**src/rtl/offload_regs.sv**
```systemverilog
module offload_regs #(
  parameter int          ADDR_W        = 8,
  parameter int          MEM_SIZE_LOG2 = 10,
  parameter bit          HAS_BYPASS    = 1'b1,
  parameter bit          TX_PATH       = 1'b1,
  parameter bit          EXT_MEM       = 1'b0,
  parameter bit          AUTO_BRINGUP  = 1'b1
) (
  input  logic              clk,
  input  logic              rst_n,
  input  logic              bus_en,
  input  logic              bus_wr,
  input  logic [ADDR_W-1:0] bus_addr,
  input  logic [31:0]       bus_wdata,
  output logic [31:0]       bus_rdata,
  input  logic              hw_overflow,
  input  logic              hw_underflow,
  input  logic              hw_calib_done,
  input  logic [3:0]        hw_rd_state,
  input  logic [4:0]        hw_wr_state,
  output logic              soft_rst_n,
  output logic              oneshot_en,
  output logic              bypass_en,
  output logic [1:0]        sync_mode,
  output logic              sw_trigger,
  output logic [31:0]       xfer_len
);
  localparam logic [33:0] MEM_BYTES = 34'd1 << MEM_SIZE_LOG2;
  localparam logic [33:0] LEN_INIT  = (MEM_BYTES - 34'd1) >> 6;
  localparam logic [31:0] VERSION   = 32'h0001_0061;
  localparam logic [31:0] IDENT     = 32'h4441_4F46;

  localparam logic [ADDR_W-1:0] A_VER   = ADDR_W'(12'h000);
  localparam logic [ADDR_W-1:0] A_SCR   = ADDR_W'(12'h002);
  localparam logic [ADDR_W-1:0] A_IDENT = ADDR_W'(12'h003);
  localparam logic [ADDR_W-1:0] A_CFG   = ADDR_W'(12'h004);
  localparam logic [ADDR_W-1:0] A_SZLO  = ADDR_W'(12'h005);
  localparam logic [ADDR_W-1:0] A_SZHI  = ADDR_W'(12'h006);
  localparam logic [ADDR_W-1:0] A_LEN   = ADDR_W'(12'h007);
  localparam logic [ADDR_W-1:0] A_STAT  = ADDR_W'(12'h020);
  localparam logic [ADDR_W-1:0] A_SRST  = ADDR_W'(12'h021);
  localparam logic [ADDR_W-1:0] A_CTRL  = ADDR_W'(12'h022);
  localparam logic [ADDR_W-1:0] A_TRIG  = ADDR_W'(12'h040);
  localparam logic [ADDR_W-1:0] A_SYNC  = ADDR_W'(12'h041);
  localparam logic [ADDR_W-1:0] A_FSM   = ADDR_W'(12'h080);

  logic [31:0] scratch_q;
  logic        ovf_q, unf_q;
  logic [31:0] rd_mux;

  wire wr_en = bus_en & bus_wr;
  wire rd_en = bus_en & ~bus_wr;
  wire wr_stat = wr_en && bus_addr == A_STAT;

  always_ff @(posedge clk) begin
    if (!rst_n) begin
      scratch_q  <= '0;
      xfer_len   <= LEN_INIT[31:0];
      soft_rst_n <= AUTO_BRINGUP;
      oneshot_en <= ~TX_PATH;
      bypass_en  <= 1'b0;
      sync_mode  <= 2'd0;
    end else if (wr_en) begin
      case (bus_addr)
        A_SCR:  scratch_q  <= bus_wdata;
        A_LEN:  xfer_len   <= bus_wdata;
        A_SRST: soft_rst_n <= bus_wdata[0];
        A_CTRL: {oneshot_en, bypass_en} <= bus_wdata[1:0];
        A_SYNC: sync_mode  <= bus_wdata[1:0];
        default: ;
      endcase
    end
  end

  always_ff @(posedge clk) begin
    if (!rst_n) begin
      ovf_q      <= 1'b0;
      unf_q      <= 1'b0;
      sw_trigger <= 1'b0;
    end else begin
      ovf_q      <= hw_overflow  | (ovf_q & ~(wr_stat & bus_wdata[4]));
      unf_q      <= hw_underflow | (unf_q & ~(wr_stat & bus_wdata[5]));
      sw_trigger <= wr_en && bus_addr == A_TRIG && bus_wdata[0];
    end
  end

  always_comb begin
    rd_mux = '0;
    case (bus_addr)
      A_VER:   rd_mux = VERSION;
      A_SCR:   rd_mux = scratch_q;
      A_IDENT: rd_mux = IDENT;
      A_CFG:   rd_mux = {29'd0, HAS_BYPASS, TX_PATH, EXT_MEM};
      A_SZLO:  rd_mux = MEM_BYTES[31:0];
      A_SZHI:  rd_mux = {30'd0, MEM_BYTES[33:32]};
      A_LEN:   rd_mux = xfer_len;
      A_STAT:  rd_mux = {26'd0, unf_q, ovf_q, 3'd0, hw_calib_done};
      A_SRST:  rd_mux = {31'd0, soft_rst_n};
      A_CTRL:  rd_mux = {30'd0, oneshot_en, bypass_en};
      A_SYNC:  rd_mux = {30'd0, sync_mode};
      A_FSM:   rd_mux = {20'd0, hw_rd_state, 3'd0, hw_wr_state};
      default: rd_mux = '0;
    endcase
  end

  always_ff @(posedge clk) begin
    if (!rst_n)     bus_rdata <= '0;
    else if (rd_en) bus_rdata <= rd_mux;
  end
endmodule

```
**config.mk**
```make
export PLATFORM = sky130hd
export DESIGN_NAME = offload_regs
export DESIGN_NICKNAME = d
export VERILOG_FILES = /design/src/rtl/offload_regs.sv
export SDC_FILE = /design/constraint.sdc
export NUM_CORES = 1
export LEC_CHECK = 0
export ABC_AREA = 0
export ABC_CLOCK_PERIOD_IN_PS = 2600
export CORE_UTILIZATION = 47
export DETAILED_ROUTE_END_ITERATION = 8
export PLACE_DENSITY = 0.79
export SYNTH_ARGS = -nofsm -noshare
export SYNTH_HDL_FRONTEND = slang
export SYNTH_SLANG_ARGS = --single-unit
```
**constraint.sdc**
```tcl
create_clock -name clk -period 2.6 [get_ports clk]
set_input_delay 0.39 -clock clk [delete_from_list [all_inputs] [get_ports clk]]
set_output_delay 0.39 -clock clk [all_outputs]
set_load 0.05 [all_outputs]
```
==> flow_metrics.py <==
metrics = {
    "run_status": {
        "outcome": "finished, violations left",
        "violations": "DRC",
    },
    "grt": {
        "grt_pass1_wl_um": 20700,
        "grt_max_degree": 38,
        "overflow": 0,
        "antenna_found_initial": 0,
        "grt_pass1_vias": 4220,
        "grt_usage": 0.270,
    },
    "timing": {
        "clock.fmax_mhz": 461,
        "period_share": 0.835,
        "period_minus_slack_ns": 2.17,
        "fin_setup_tns_ns": 0,
        "tightest_slew_ns": 0.677,
        "hold_viol_final": 0,
        "finalMaxSlewViolations": 0,
        "finClkSkew_ns": 0.0119,
        "rsz0062_at_grt": "false",
        "whs_ns": 0.458,
        "finalSetupViolCount": 0,
        "slew_headroom": 0.542,
        "timing.final.ws_setup_ns": 0.430,
    },
    "yosys": {
        "synth_flop_cell": "dfxtp_1",
        "synth_top_area_cell": "dfxtp_1",
        "synth_most_common_cell": "nand2_1",
        "synth_cell_types": 51,
        "synthArstFlopShare": 0,
        "synth_nets": 600,
        "synth-seq-cells": 104,
        "synth-edff-count": 0,
        "syn_inst": 544,
        "syn_area_per_cell_um2": 8.00,
        "syn_area_um2": 4350,
        "ys_top_cells_by_count": "nand2_1 (153), dfxtp_1 (104), a21oi_1 (69)",
        "yosysSeqAreaShare": 0.478,
        "yosysWarnings": 0,
        "synth_top_cell_area_share": 0.478,
        "yosys-top-cells-area": "dfxtp_1 (48%), nand2_1 (13%), a21oi_1 (7.9%)",
    },
    "drt": {
        "vias": 4464,
        "routed_wirelength_um": 13000,
        "first_iter_violations": 337,
        "routedWlPerCell_um": 16.7,
        "first_pass_iters": 7,
        "routed_via_density": 5.74,
        "antenna_left": 0,
        "drt_drc_violations_left": 10,
    },
    "layout": {
        "nets": 721,
        "final_cells": 778,
        "n_antenna_cell": 0,
        "area_growth_pct": 37.9,
        "layout-drive-gt1-share": 0.0851,
        "n_fill_cell": 755,
    },
    "place": {
        "dpl.hpwl_um": 9160,
        "io_buffers": 125,
        "place_inst": 762,
        "dp_slack_ns": 0.0634,
        "gp_congestion": 0.972,
    },
    "floorplanning": {
        "die_w_um": 98.2,
        "io_pins": 126,
        "die_y_um": 98.2,
        "core.rowCount": 34,
        "die_area_um2": 9650,
        "core-area_um2": 8850,
        "start_util": 0.492,
    },
    "critical_path": {
        "crit_type": "in2reg",
        "endpoint_kind": "register",
        "crit_path_start_kind": "input pin",
        "cp.required_ns": 2.88,
        "cp_max_fo": 10,
        "cp.arrival_ns": 2.45,
    },
    "run": {
        "maxCapViolations": 0,
    },
    "power_and_ir_drop": {
        "p_per_area_nw_per_um2": 473,
        "vdd_drop_max_uv": 309,
        "leakagePower_nw": 2.05,
    },
    "clock_tree": {
        "cts_tree": "built",
        "cts_hold_buf": 0,
        "clk_pin_slew_ns": 0.11,
        "numCtsBuffers": 9,
        "clock-sinks": 104,
        "cts_resized": 0,
        "cts.path.max_buffers": 2,
        "cts_root_buffer": "clkbuf_8",
        "post_cts_buffers": 0,
        "cts.htree.levels": 3,
        "clkLatencyLatePin_ns": 0.37,
    },
    "min_path": {
        "hold_class": "reg2reg",
    },
}
path summary, 6_finish.rpt:
kind	startpoint	depth (start not counted)	to	slack [ns]
max	bus_addr[5]	7	ovf_q	0.43
min	bus_rdata[11]	2	bus_rdata[11]	0.46
max reg2reg	soft_rst_n	4	bus_rdata[0]	1.12
min reg2reg	bus_rdata[11]	2	bus_rdata[11]	0.46
critical path, cell delays in order:
cell             delay (ns)
clkdlybuf4s50_1        0.48
buf_4                  0.18
nor4b_1                0.58
nand3_1                0.33
nor2_1                 0.21
a21boi_0               0.11
o21a_1                 0.17
where the power goes:
group	switching, mW	internal, mW
Sequential	0.00131	1.59
Combinational	0.124	0.116
Clock	0.601	0.400
state kept, by name, summed over array words and instances (netlist names):
register	cells
bus_rdata	32
oneshot_en	1
scratch_q	32
soft_rst_n	1
unf_q	1
ovf_q	1
sync_mode	2
xfer_len	32
bypass_en	1
sw_trigger	1
cell families (layout without fill, tap and decap cells):
kind of cell    Yosys count  count (layout)  share of synthesized area
compound gates          155             155                      0.233
simple gates            231             231                      0.232
buf+inv                  51             177                     0.0497
mux                       3               3                    0.00719
flops                   104             104                      0.478
stage by stage:
stage          power (mW)   util  instance area (um2)
2_1_floorplan        1.72      -                 4350
3_3_place_gp         1.87  0.656                 5800
3_5_place_dp         1.87  0.656                 5800
4_1_cts              2.84  0.678                 6000
5_1_grt              2.94  0.678                 6000
6_report             2.84  0.678                 6000
per-layer routing:
| layer | track usage | vias up | share of wire |
|---|---|---|---|
| li1 | - | 2123 | - |
| met1 | 0.353 | 2106 | 0.43 |
| met2 | 0.453 | 207 | 0.48 |
| met3 | 0.0465 | 28 | 0.076 |
| met4 | 0.0930 | 0 | 0.021 |
| met5 | 0 | - | 0 |
placed cells by master (no fill, tap or decap), types with 4 or more instances in the layout:
cell type,n
a22o_1,17
and3_1,4
a221oi_1,7
nor3_1,6
clkbuf_8,10
clkdlybuf4s50_1,125
nand3_1,7
inv_1,4
dfxtp_1,104
a21oi_1,69
o31ai_1,5
nand2_1,153
nor2_1,28
a22oi_1,21
buf_4,30
o21ai_0,13
nand2b_1,6
cell type report:
| type | instances | area [um2] | area share |
|---|---|---|---|
| Timing Repair Buffer | 156 | 1500 | 0.249 |
| Inverter | 5 | 18.8 | 0.00313 |
| Sequential cell | 104 | 2080 | 0.347 |
| Clock buffer | 10 | 138 | 0.0229 |
| Tap cell | 108 | 135 | 0.0225 |
| Clock inverter | 6 | 61.3 | 0.0102 |
| Multi-Input combinational cell | 389 | 2070 | 0.345 |
No activity file was read; power rests on OpenSTA's default activity.
